--- src/rtl/extirq_pkg.sv ---
`timescale 1ns/1ps
package extirq_pkg;
  localparam int unsigned ADDR_W = 3;
  localparam logic IDLE_LVL = 1'b1;

  typedef enum logic [ADDR_W-1:0] {
    W_MASK = 3'd0,
    W_RSV1 = 3'd1,
    W_MSTA = 3'd2,
    W_RAW  = 3'd3,
    W_CLR  = 3'd4,
    W_POL  = 3'd5,
    W_EDGE = 3'd6,
    W_RSV7 = 3'd7
  } word_e;
endpackage

--- src/rtl/extirq_sync.sv ---
`timescale 1ns/1ps
module extirq_sync #(
  parameter int unsigned WIDTH = 32,
  parameter logic        RST_VAL = 1'b1
) (
  input  logic             clk,
  input  logic             rst_n,
  input  logic [WIDTH-1:0] async_i,
  output logic [WIDTH-1:0] sync_o
);
  logic [WIDTH-1:0] meta_q, stab_q;

  always_ff @(posedge clk or negedge rst_n) begin
    if (!rst_n) begin
      meta_q <= {WIDTH{RST_VAL}};
      stab_q <= {WIDTH{RST_VAL}};
    end else begin
      meta_q <= async_i;
      stab_q <= meta_q;
    end
  end

  assign sync_o = stab_q;
endmodule

--- src/rtl/extirq_detect.sv ---
`timescale 1ns/1ps
module extirq_detect (
  input  logic clk,
  input  logic rst_n,
  input  logic lvl_i,
  input  logic pol_i,
  input  logic edge_i,
  input  logic clr_i,
  input  logic mask_i,
  output logic pend_o,
  output logic irq_o
);
  import extirq_pkg::*;

  logic prev_q, lat_q, lat_d, trig;
  logic act_now, act_prev;

  // Active level after polarity; edge mode looks for inactive -> active.
  always_comb begin
    act_now  = pol_i ? lvl_i  : ~lvl_i;
    act_prev = pol_i ? prev_q : ~prev_q;
    trig     = edge_i ? (act_now & ~act_prev) : act_now;
    lat_d    = trig | (lat_q & ~clr_i);
  end

  always_ff @(posedge clk or negedge rst_n) begin
    if (!rst_n) begin
      prev_q <= IDLE_LVL;
      lat_q  <= 1'b0;
    end else begin
      prev_q <= lvl_i;
      lat_q  <= lat_d;
    end
  end

  assign pend_o = lat_q;
  assign irq_o  = lat_q & ~mask_i;


  trig_wins_chk: assert property (@(posedge clk) disable iff (!rst_n)
    trig |=> lat_q);

  clr_drops_chk: assert property (@(posedge clk) disable iff (!rst_n)
    (clr_i && !trig) |=> !lat_q);

  set_cause_chk: assert property (@(posedge clk) disable iff (!rst_n)
    $rose(lat_q) |-> $past(trig));
endmodule

--- src/rtl/extirq_regs.sv ---
`timescale 1ns/1ps
module extirq_regs #(
  parameter int unsigned NUM_LINES = 32
) (
  input  logic                          clk,
  input  logic                          rst_n,
  input  logic                          wr_i,
  input  logic [extirq_pkg::ADDR_W-1:0] addr_i,
  input  logic [NUM_LINES-1:0]          wdata_i,
  input  logic [NUM_LINES-1:0]          raw_i,
  output logic [NUM_LINES-1:0]          rdata_o,
  output logic [NUM_LINES-1:0]          mask_o,
  output logic [NUM_LINES-1:0]          pol_o,
  output logic [NUM_LINES-1:0]          edge_o,
  output logic [NUM_LINES-1:0]          clr_o
);
  import extirq_pkg::*;

  logic [NUM_LINES-1:0] mask_q, mask_d, pol_q, pol_d, edge_q, edge_d;
  logic                 mask_en, pol_en, edge_en;

  always_comb begin
    mask_en = wr_i && (addr_i == W_MASK);
    pol_en  = wr_i && (addr_i == W_POL);
    edge_en = wr_i && (addr_i == W_EDGE);
    mask_d  = mask_en ? wdata_i : mask_q;
    pol_d   = pol_en  ? wdata_i : pol_q;
    edge_d  = edge_en ? wdata_i : edge_q;
    clr_o   = (wr_i && (addr_i == W_CLR)) ? wdata_i : '0;
  end

  always_ff @(posedge clk or negedge rst_n) begin
    if (!rst_n) begin
      mask_q <= '1;
      pol_q  <= '0;
      edge_q <= '0;
    end else begin
      mask_q <= mask_d;
      pol_q  <= pol_d;
      edge_q <= edge_d;
    end
  end

  always_comb begin
    case (addr_i)
      W_MASK:  rdata_o = mask_q;
      W_MSTA:  rdata_o = raw_i & ~mask_q;
      W_RAW:   rdata_o = raw_i;
      W_POL:   rdata_o = pol_q;
      W_EDGE:  rdata_o = edge_q;
      default: rdata_o = '0;
    endcase
  end

  assign mask_o = mask_q;
  assign pol_o  = pol_q;
  assign edge_o = edge_q;


  mask_wr_chk: assert property (@(posedge clk) disable iff (!rst_n)
    (wr_i && addr_i == W_MASK) |=> (mask_o == $past(wdata_i)));

  cfg_hold_chk: assert property (@(posedge clk) disable iff (!rst_n)
    (!wr_i) |=> ($stable(pol_o) && $stable(edge_o) && $stable(mask_o)));
endmodule

--- src/rtl/ext_irq_cond.sv ---
`timescale 1ns/1ps
module ext_irq_cond #(
  parameter int unsigned NUM_LINES = 32
) (
  input  logic                          clk,
  input  logic                          rst_n,
  input  logic [NUM_LINES-1:0]          ext_irq_i,
  input  logic                          reg_wr_i,
  input  logic [extirq_pkg::ADDR_W-1:0] reg_addr_i,
  input  logic [NUM_LINES-1:0]          reg_wdata_i,
  output logic [NUM_LINES-1:0]          reg_rdata_o,
  output logic [NUM_LINES-1:0]          irq_o
);
  import extirq_pkg::*;

  logic [NUM_LINES-1:0] lvl, mask, pol, edg, clr, pend;

  extirq_sync #(.WIDTH(NUM_LINES), .RST_VAL(IDLE_LVL)) u_sync (
    .clk(clk), .rst_n(rst_n), .async_i(ext_irq_i), .sync_o(lvl)
  );

  extirq_regs #(.NUM_LINES(NUM_LINES)) u_regs (
    .clk(clk), .rst_n(rst_n), .wr_i(reg_wr_i), .addr_i(reg_addr_i),
    .wdata_i(reg_wdata_i), .raw_i(pend), .rdata_o(reg_rdata_o),
    .mask_o(mask), .pol_o(pol), .edge_o(edg), .clr_o(clr)
  );

  for (genvar i = 0; i < NUM_LINES; i++) begin : g_line
    extirq_detect u_det (
      .clk(clk), .rst_n(rst_n), .lvl_i(lvl[i]), .pol_i(pol[i]),
      .edge_i(edg[i]), .clr_i(clr[i]), .mask_i(mask[i]),
      .pend_o(pend[i]), .irq_o(irq_o[i])
    );
  end


  msta_out_chk: assert property (@(posedge clk) disable iff (!rst_n)
    (reg_addr_i == W_MSTA) |-> (reg_rdata_o == irq_o));

  mask_gate_chk: assert property (@(posedge clk) disable iff (!rst_n)
    ((irq_o & mask) == '0));
endmodule

--- config.mk ---
export PLATFORM = sky130hd
export DESIGN_NAME = ext_irq_cond
export DESIGN_NICKNAME = d
export VERILOG_FILES = /design/src/rtl/extirq_pkg.sv /design/src/rtl/extirq_sync.sv /design/src/rtl/extirq_detect.sv /design/src/rtl/extirq_regs.sv /design/src/rtl/ext_irq_cond.sv
export SDC_FILE = /design/constraint.sdc
export NUM_CORES = 1
export LEC_CHECK = 0
export BUFFER_PORTS_ARGS = -buffer_cell sky130_fd_sc_hd__buf_4
export CELL_PAD_IN_SITES_DETAIL_PLACEMENT = 0
export CELL_PAD_IN_SITES_GLOBAL_PLACEMENT = 1
export CORE_MARGIN = 2
export CORE_UTILIZATION = 35
export CTS_BUF_LIST = sky130_fd_sc_hd__clkbuf_2 sky130_fd_sc_hd__clkbuf_4 sky130_fd_sc_hd__clkbuf_8
export DETAILED_ROUTE_END_ITERATION = 7
export GPL_TIMING_DRIVEN = 0
export PLACE_DENSITY_LB_ADDON = 0.1
export SYNTH_ARGS = -nofsm -noshare
export SYNTH_HDL_FRONTEND = slang
export SYNTH_SLANG_ARGS = --single-unit
--- constraint.sdc ---
create_clock -name clk -period 3.7 [get_ports clk]
set_input_delay 0.555 -clock clk [delete_from_list [all_inputs] [get_ports clk]]
set_output_delay 0.555 -clock clk [all_outputs]
set_load 0.005 [all_outputs]
---- Word-level counts from Yosys, hierarchy flattened ----
Index checks and enable logic that the tools add are counted.
word-level totals
  register bits after elaboration ......... 224
  input port bits ......................... 70
  word-level logic and storage cells ...... 467
operators by class
  eq/ne operators ......................... 5
  mux-type cells .......................... 98
  bitwise logic cells ..................... 290
  reduce and logical (&&, ||, !) cells .... 5
operators by type and width
  kind                                                                   count
  1-bit NOT                                                              160
  32-bit one-hot mux with 5 select lines                                 1
  1-bit bitwise AND                                                      96
  1-bit two-way mux                                                      96
  32-bit bitwise AND                                                     1
  32-bit two-way mux                                                     1
  32-bit NOT                                                             1
  1-bit bitwise OR                                                       32
  3-bit equality test, second input constant                             3
  3-bit by 2-bit equality test with 1-bit output, second input constant  2
  1-bit logical AND                                                      4
  3-bit logical NOT                                                      1

---- Longest topological paths before layout ----
Gate-level depths: netlist of run 1.
  depth in word-level cells ............... 6
  gate-level depth with buffers ........... 6
  mapped depth without buffers ............ 3

---- By module ----
From an unflattened synthesis of run 1, not the netlist that was laid out.
unflattened totals
  cell total of the unflattened synthesis .. 705
  area, all modules ....................... 9668.0 um^2
by module, submodules not included
  module         instances  cells each  area an instance (um^2)  seq. area each (um^2)
  extirq_regs    1          385         5063.6                   2442.3
  extirq_detect  32         8           91.3                     51.3
  extirq_sync    1          64          1681.6                   1681.6

---- Worst setup path after synthesis of run 1 ----
OpenSTA, ideal clock, no wires.
  path type ............................... input port to output port
  start ................................... in reg_addr_i[2] (netlist bit)
  end ..................................... out reg_rdata_o[21]
  arrival time ............................ 1.520 ns
  required time ........................... 3.145 ns
  path slack .............................. 1.625 ns
  stages on the path ...................... 6
  buffers on the path ..................... 3
  path through ............................ buf_6 and2_1 buf_6 buf_6 a222oi_1 a21oi_1
between the ends
  cells in the longest elaborated chain, start to end .. 2
  elaborated cells on any way between the ends .. 6
  classes of those cells .................. eq/ne: 4; mux: 1; reduce/logical: 1
ends and longest elaborated chain
  element                                      RTL line            source
  from (decl)                                  ext_irq_cond.sv:9   input logic [extirq_pkg::ADDR_W-1:0] reg_addr_i,
  3-bit equality test (tied with other cells)  extirq_regs.sv:45   case (addr_i)
  32-bit one-hot mux with 5 select lines (*)   extirq_regs.sv:45
  to (decl)                                    ext_irq_cond.sv:11  output logic [NUM_LINES-1:0] reg_rdata_o,
Every way passes the cells marked *; elsewhere a longest branch is shown, timed or not.

---- Final worst setup path of run 1 ----
  start ................................... in reg_addr_i[1] (netlist bit)
  end ..................................... out reg_rdata_o[20]
The elaborated chain is that of the path after synthesis.

==> impl_metrics.yaml, run 1 <==
status:
  status: "complete, no violations"
timing:
  period_minus_slack_ns: 2.71
  fin_skew_ns: 0.0157
  fin_crit_sh_pct: 73.4
  rsz0062_at_grt: "no"
  final-hold-violation-count: 0
  setup_viol: 0
  timing.fmax_ghz: 0.368
  setup_tns_ns: 0
  maxSlewViolCount: 0
  slew_headroom_pct: 42.6
  worstMarginPinSlew_ns: 0.861
finish:
  drive_gt1_share_pct: 54.1
  syn_to_final_growth_pct: 24.7
  fin_util_pct: 44.1
  final_area_mm2: 0.0121
  nets: 947
  multi_input_area_mm2: 0.00345
  antennaDiodeCount: 0
  instances_no_fill: 1288
  fillers: 2550
  seqCellArea_mm2: 0.00577
floorplanning:
  core_mm2: 0.0276
  die_h_um: 171
  rows: 61
  die-area_mm2: 0.0292
  die_x_um: 171
  start_util_pct: 35.3
  pin_count: 134
critical_path:
  cp.required_ns: 3.14
  worst_r2r_path_depth: 3
  crit_type: "input pin to primary output"
  critPathCaptureType: "primary output"
  crit_path_max_fanout: 10
  cp-start-kind: "input pin"
  worstPathArrival_ns: 2.16
global_route:
  grt_max_degree: 118
  grt_use_total_pct: 17.7
  antenna_found_initial: 0
  overflow: 0
  grt_pass1_wl_um: 39300
  grt_pass1_vias: 6882
routing:
  drt-pass1-iter-count: 5
  wl_per_cell_um: 19.6
  vias: 6347
  postRouteAntennaNets: 0
  route.detailed.drc: 0
  wl_um: 25300
  drt_iter0_drc: 427
  via_per_inst: 4.93
synthesis:
  ys_types: 30
  synth.yosys.seq_area_share_pct: 59.2
  ys_warn_count: 0
  synth_cells: 701
  syn_avg_cell_area_um2: 13.9
  synth_nets: 771
  ys_ff_latch: 224
  synth_area_mm2: 0.00974
placement:
  portBuffers: 130
  dpl.cell_count: 1210
  place_congestion: 0.817
  place_area_mm2: 0.0112
  dpl.hpwl_um: 16100
power:
  power_per_cell_area_mw_per_mm2: 576
  leakagePower_nw: 5.15
  total_power_w: 0.00699
  peakVddDrop_uv: 257
min_path:
  hp-class: "input pin to async pin"
job:
  drv_cap: 0
cts:
  htree_levels: 2
  cts_hold_buf: 0
  cts_tree: "done"
  clk_path_buf_depth: 3
  cts.sinks: 224
  clk_latency_ns: 0.53
  post_cts_resized: 0
  cts_setup_buffers: 0
  cts_buffers: 43
  path_clk_slew_ns: 0.05
  root_buffer: "clkbuf_8"
worst paths after layout:
check	start	endpoint	slack, ns
max	reg_addr_i[1]	reg_rdata_o[20]	0.99
min	rst_n	g_line[13].u_det.pend_o	0.07
max reg2reg	u_sync.sync_o[16]	g_line[16].u_det.pend_o	2.65
min reg2reg	u_sync.meta_q[25]	u_sync.sync_o[25]	0.35
max in group asynchronous	rst_n	u_regs.edge_o[23]	2.57
min in group clk	ext_irq_i[12]	u_sync.meta_q[12]	0.12
report_power, final:
group / internal, W / switching (W) / leakage, nW
clock: 0.00153 / 0.00101 / 0.496
combinational: 0.000785 / 0.000514 / 2.25
sequential: 0.00287 / 0.000281 / 2.40
kinds of logic after synthesis:
logic type / Yosys count / share of synthesized area [%]
AOI/OAI and AO/OA: 155 / 11.4
xor gates and xnor gates: 62 / 5.58
buffers and inverters: 71 / 5.35
DFF: 224 / 59.2
muxes: 101 / 13.2
and+or+nand+nor: 88 / 5.23
cell usage after synthesis, drive strengths merged:
library cell,count,area share [%]
a222oi,26,2.7
mux2,101,13
xnor2,31,2.8
a211o,1,0.090
and3,1,0.064
o21ai,1,0.051
dfstp,128,35
nor2,1,0.21
a221oi,33,3.0
a21o,31,2.4
a21oi,63,3.2
nor3,1,0.051
clkinv,1,0.039
clkbuf,5,0.19
nor2b,37,2.5
buf,64,5.1
xor2,31,2.8
nand2b,5,0.32
dfrtp,96,25
and4bb,1,0.13
nand2,39,1.5
and2,1,0.064
inv,1,0.039
nand3,2,0.36
stage by stage:
stage          setup slack [ns]  hold WS [ns]
5_1_grt                   0.906        0.0870
3_3_place_gp              0.454         0.345
3_5_place_dp              0.983         0.347
2_1_floorplan              1.63         0.259
4_1_cts                   0.976        0.0857
6_report                  0.986        0.0714
registers in the layout, summed over array words and instances (netlist names):
signal,flops
g_line.u_det.prev_q,32
u_regs.edge_o,32
u_regs.mask_o,32
u_sync.meta_q,32
g_line.u_det.pend_o,32
u_sync.sync_o,32
u_regs.pol_o,32
final cells by class:
cell class                 count  share of cell area, %
multi-input combinational    406                   28.4
inverter                       2                 0.0618
buffer                        69                   4.23
sequential                   224                   47.5
tap                          378                   3.90
clock buffer                  78                   7.56
timing repair buffer         131                   8.33
critical path: stages:
cell and delay, ns:
buf_6 0.13, nor2_8 0.20, buf_1 0.57, a222oi_1 0.20, a21oi_1 0.32, buf_4 0.17
metal layers:
layer  GRT usage, %  vias up  wire length, um
li1               -     2857                -
met1           24.1     3224            11300
met2           28.2      213            11900
met3           3.38       53             1510
met4           6.35        0              582
met5              0        -                0
placed cells by master, fill, tap and decap left out, drive strengths merged, types with 2 or more instances in the layout:
| cell type | netlist | routed |
|---|---|---|
| a21o | 31 | 31 |
| a21oi | 63 | 63 |
| a221oi | 33 | 33 |
| a222oi | 26 | 26 |
| buf | 64 | 195 |
| clkbuf | 5 | 83 |
| dfrtp | 96 | 96 |
| dfstp | 128 | 128 |
| mux2 | 101 | 101 |
| nand2 | 39 | 39 |
| nand2b | 5 | 5 |
| nand3 | 2 | 2 |
| nor2b | 37 | 37 |
| xnor2 | 31 | 31 |
| xor2 | 31 | 31 |
Power figures use the tool's default switching activity.
==> inputs of run 2 (changes only) <==
==> constraint.sdc (replaced) <==
create_clock -name clk -period 2.7 [get_ports clk]
set_input_delay 0.405 -clock clk [delete_from_list [all_inputs] [get_ports clk]]
set_output_delay 0.405 -clock clk [all_outputs]
set_load 0.005 [all_outputs]
==> run 2 against run 1 <==
  * Sequential power rose by 37%
  * Final cell count rose by 2.6%
  * Routed wire length rose by 0.68%
  * Critical path type unchanged
==> impl_metrics.yaml, run 2 (same netlist as run 1, synthesis figures left out) <==
finish:
  mostFrequentLayoutCells: "buf_4, dfstp_2, dfrtp_1"
  final_common_cell: "buf_4"
  drive_gt1_share_pct: 52.2
  syn_to_final_growth_pct: 28.1
  nets: 980
  antennaDiodeCount: 0
power:
  pwr-share-clk_pct: 36.2
  peakVddDrop_uv: 349
  total_power_w: 0.00963
  leakagePower_nw: 5.29
  p_sw_share_pct: 25.8
  switching_power_w: 0.00249
  power_frac_comb_pct: 18.9
  intPower_w: 0.00714
  power_per_cell_area_mw_per_mm2: 772
  seqPwrFrac_pct: 44.8
critical_path:
  slowest_stage: "buf_1"
  worst_r2r_path_depth: 3
  crit_path_max_fanout: 10
  reg2reg_slack_ns: 1.65
  cp.required_ns: 2.30
  critPathCaptureType: "primary output"
  worstPathArrival_ns: 2.03
  max_stage_delay_ns: 0.58
  crit_type: "input pin to primary output"
  crit_chain: "buf_6, nor2_8, buf_1, a222oi_1, a21oi_1, buf_4"
  cp-start-kind: "input pin"
min_path:
  hp-class: "input pin to flop"
  min_path_cells: 2
cts:
  cts_buffers: 43
  root_buffer: "clkbuf_8"
  cts.sinks: 224
  post_cts_resized: 0
  cts_hold_buf: 33
  cts_tree: "done"
  clk_path_buf_depth: 3
  cts_setup_buffers: 0
  path_clk_slew_ns: 0.05
  clk_latency_ns: 0.53
  htree_levels: 2
global_route:
  grt_pass1_wl_um: 39600
  antenna_found_initial: 0
  grt_pass1_vias: 6971
  grt_max_degree: 118
  overflow: 0
  grt_use_total_pct: 17.8
routing:
  vias: 6517
  top_layer: "met4"
  via_per_inst: 4.93
  route.detailed.drc: 0
  postRouteAntennaNets: 0
  m1WireLength_um: 11500
  drt-pass1-iter-count: 7
  wl_um: 25500
  wl_per_cell_um: 19.3
  drt_iter0_drc: 409
  dr_wl_met2_um: 11900
  met3_length_um: 1450
job:
  drv_cap: 0
timing:
  maxSlewViolCount: 0
  final-hold-violation-count: 0
  rsz0062_at_grt: "no"
  fin_crit_sh_pct: 90.0
  timing.fmax_ghz: 0.411
  worstMarginPinSlew_ns: 0.846
  fin_skew_ns: 0.0164
  setup_viol: 0
  setup_tns_ns: 0
  slew_headroom_pct: 43.6
  period_minus_slack_ns: 2.43
floorplanning:
  rows: 61
  die_h_um: 171
  core_mm2: 0.0276
  start_util_pct: 35.3
  die_x_um: 171
  pin_count: 134
  die-area_mm2: 0.0292
placement:
  portBuffers: 130
  dpl.hpwl_um: 16100
  place_congestion: 0.817
status:
  status: "complete, no violations"
run 2: cell count changes in the layout (fill, tap and decap cells not counted):
cell	before	now
dlygate4sd3_1	0	33
run 2: metrics by stage:
step                hold WS (ns)  setup slack (ns)  cell area, um2  util [%]  std cells
floorplan                  0.109             0.925            9740         -        701
global placement           0.345            -0.396           11200      40.6       1209
detailed placement         0.347             0.283           11200      40.7       1210
CTS                       0.0855             0.276           12500      45.3       1321
global route               0.101             0.206           12500      45.3       1321
finish                     0.124             0.269           12500      45.3       1321
run 2: per-layer routing:
layer	GRT usage, %	vias to the layer above
met5	0	-
met4	6.35	0
met3	3.31	61
met2	28.3	233
met1	24.2	3306
li1	-	2917
run 2: area by class of cell:
type,instances,area [um2]
Sequential cell,224,5770
Clock buffer,78,917
Fill cell,2520,15100
Timing Repair Buffer,164,1340
Multi-Input combinational cell,406,3450
Tap cell,378,473
Inverter,2,7.51
Buffer,69,513
run 2: worst max-delay path, delay by kind of cell:
family,cells,cell delay [ns]
buffers and inverters,3,0.88
AOI/OAI and AO/OA,2,0.53
and+or+nand+nor,1,0.21
run 2: power groups by stage:
stage	logic, W	clock network [W]	registers, W
after global placement	0.00175	0	0.00433
final	0.00182	0.00349	0.00432
after global routing	0.00199	0.00380	0.00438
after CTS	0.00185	0.00363	0.00431
after detailed placement	0.00180	0	0.00436
after floorplan	0.00114	0	0.00424
run 2: worst paths after layout:
kind,from,to
setup reg to reg,u_sync.sync_o[16],g_line[16].u_det.pend_o
max in group asynchronous,rst_n,u_regs.edge_o[23]
hold / removal,reg_wdata_i[6],u_regs.pol_o[6]
setup / recovery,reg_addr_i[1],reg_rdata_o[20]
min in group asynchronous,rst_n,u_regs.edge_o[13]
hold reg to reg,u_sync.meta_q[22],u_sync.sync_o[22]
==> inputs of run 3 (changes only) <==
--- a/config.mk
+++ b/config.mk
@@ -14,6 +14,7 @@
 export DETAILED_ROUTE_END_ITERATION = 7
 export GPL_TIMING_DRIVEN = 0
 export PLACE_DENSITY_LB_ADDON = 0.1
+export REMOVE_ABC_BUFFERS = 1
 export SYNTH_ARGS = -nofsm -noshare
 export SYNTH_HDL_FRONTEND = slang
 export SYNTH_SLANG_ARGS = --single-unit
==> run 3 against run 2 <==
  * Critical path depth down 1
  * Utilization fell by 1.4 points
  * Final cell count is 4.8% lower
  * Count of clock-buffer cells in the layout decreased by 6
  * Critical path type is now input pin to flop
==> impl_metrics.yaml, run 3 (same netlist as run 1, synthesis figures left out) <==
status:
  status: "complete, no violations"
cts:
  cts_buffers: 42
  cts.sinks: 224
  clk_path_buf_depth: 3
  clk_latency_ns: 0.53
  cts_setup_buffers: 0
  root_buffer: "clkbuf_8"
  path_clk_slew_ns: 0.06
  htree_levels: 2
  cts_tree: "done"
global_route:
  antenna_found_initial: 1
  overflow: 0
  grt_use_total_pct: 16.4
  grt_pass1_vias: 6495
  grt_max_degree: 121
  grt_pass1_wl_um: 36900
routing:
  drt-pass1-iter-count: 6
  route.detailed.drc: 0
  postRouteAntennaNets: 0
  via_per_inst: 4.96
  vias: 6241
  drt_iter0_drc: 527
  wl_per_cell_um: 19.2
  wl_um: 24100
timing:
  timing.fmax_ghz: 0.402
  fin_crit_sh_pct: 92.2
  setup_viol: 0
  setup_tns_ns: 0
  maxSlewViolCount: 0
  slew_headroom_pct: 19.3
  worstMarginPinSlew_ns: 1.21
  rsz0062_at_grt: "no"
  holdWs_ns: 0.125
  fin_skew_ns: 0.0143
  period_minus_slack_ns: 2.49
  final-hold-violation-count: 0
power:
  leakagePower_nw: 5.02
  peakVddDrop_uv: 411
  power_per_cell_area_mw_per_mm2: 779
critical_path:
  critPathCaptureType: "flop"
  cp-start-kind: "input pin"
  cp.required_ns: 3.14
  crit_path_max_fanout: 54
  crit_type: "input pin to flop"
  worstPathArrival_ns: 2.92
job:
  drv_cap: 0
floorplanning:
  pin_count: 134
  die_x_um: 171
  die-area_mm2: 0.0292
  start_util_pct: 35.3
  rows: 61
  die_h_um: 171
  core_mm2: 0.0276
placement:
  place_congestion: 0.762
  dpl.hpwl_um: 13500
  portBuffers: 133
finish:
  syn_to_final_growth_pct: 24.0
  nets: 917
  drive_gt1_share_pct: 50.0
  antennaDiodeCount: 0
  fillers: 2539
  final_common_cell: "buf_4"
  mostFrequentLayoutCells: "buf_4, dfstp_2, dfrtp_1"
min_path:
  hp-class: "input pin to flop"
## run 3: changes by cell type in the layout (fill, tap and decap cells not counted), sizes merged
cell      previous run  this run
nor2b               37        38
clkinvlp             0         1
clkbuf              83        72
buf                195       137
clkinv               1         5
## run 3: path summary, 6_finish.rpt
path                                   start  cells past startpoint  slack [ns]                       to
max                            reg_addr_i[0]                      5        0.21         u_regs.mask_o[6]
min                          reg_wdata_i[29]                      2        0.13         u_regs.pol_o[29]
max reg2reg                u_sync.sync_o[13]                      3        1.66  g_line[13].u_det.pend_o
min reg2reg                 u_sync.meta_q[8]                      0        0.35         u_sync.sync_o[8]
max in group asynchronous              rst_n                      3        1.08          u_regs.pol_o[2]
min in group asynchronous              rst_n                      2        0.52          u_regs.pol_o[4]
## run 3: stage by stage
stage,instance area [um2],power [W],util [%],cells,setup WS [ns]
final,12100,0.00941,43.8,1258,0.210
after global routing,12100,0.00991,43.8,1258,0.111
after CTS,12100,0.00957,43.8,1257,0.0629
after detailed placement,10800,0.00595,39.3,1147,-0.336
after global placement,10700,0.00587,38.8,1143,-3.04
after floorplan,9220,0.00519,-,632,-0.437
## run 3: final cells by class
type / count / area, um2 / area share, %
timing repair buffer: 170 / 1430 / 11.9
multi-input combinational: 407 / 3480 / 28.8
clock buffer: 72 / 891 / 7.38
inverter: 2 / 7.51 / 0.0622
clock inverter: 5 / 27.5 / 0.228
sequential: 224 / 5770 / 47.8
tap: 378 / 473 / 3.92
## run 3: where the power goes
| part | internal (W) | leakage (nW) | switching, W |
|---|---|---|---|
| Clock | 0.00207 | 0.492 | 0.00141 |
| Combinational | 0.000961 | 2.12 | 0.000660 |
| Sequential | 0.00393 | 2.40 | 0.000380 |
| Total | 0.00696 | 5.02 | 0.00245 |
## run 3: per-layer routing
metal	global-route usage [%]	vias up	part of all wire (%)
met2	26.6	215	47
met1	21.5	3167	44
met3	3.89	60	6.2
li1	-	2799	-
met4	6.02	0	2.7
met5	0	-	0
## run 3: critical path, cell delays in order
cell    delay, ns
buf_4        0.16
inv_2        0.87
and3_2       0.83
buf_12       0.27
mux2_1       0.34
## run 3: what timing repair did
action	in CTS	in global routing
hold buffers	33	0
setup endpoints to repair	0	3
hold endpoints to repair	72	0
gates resized for setup	0	1
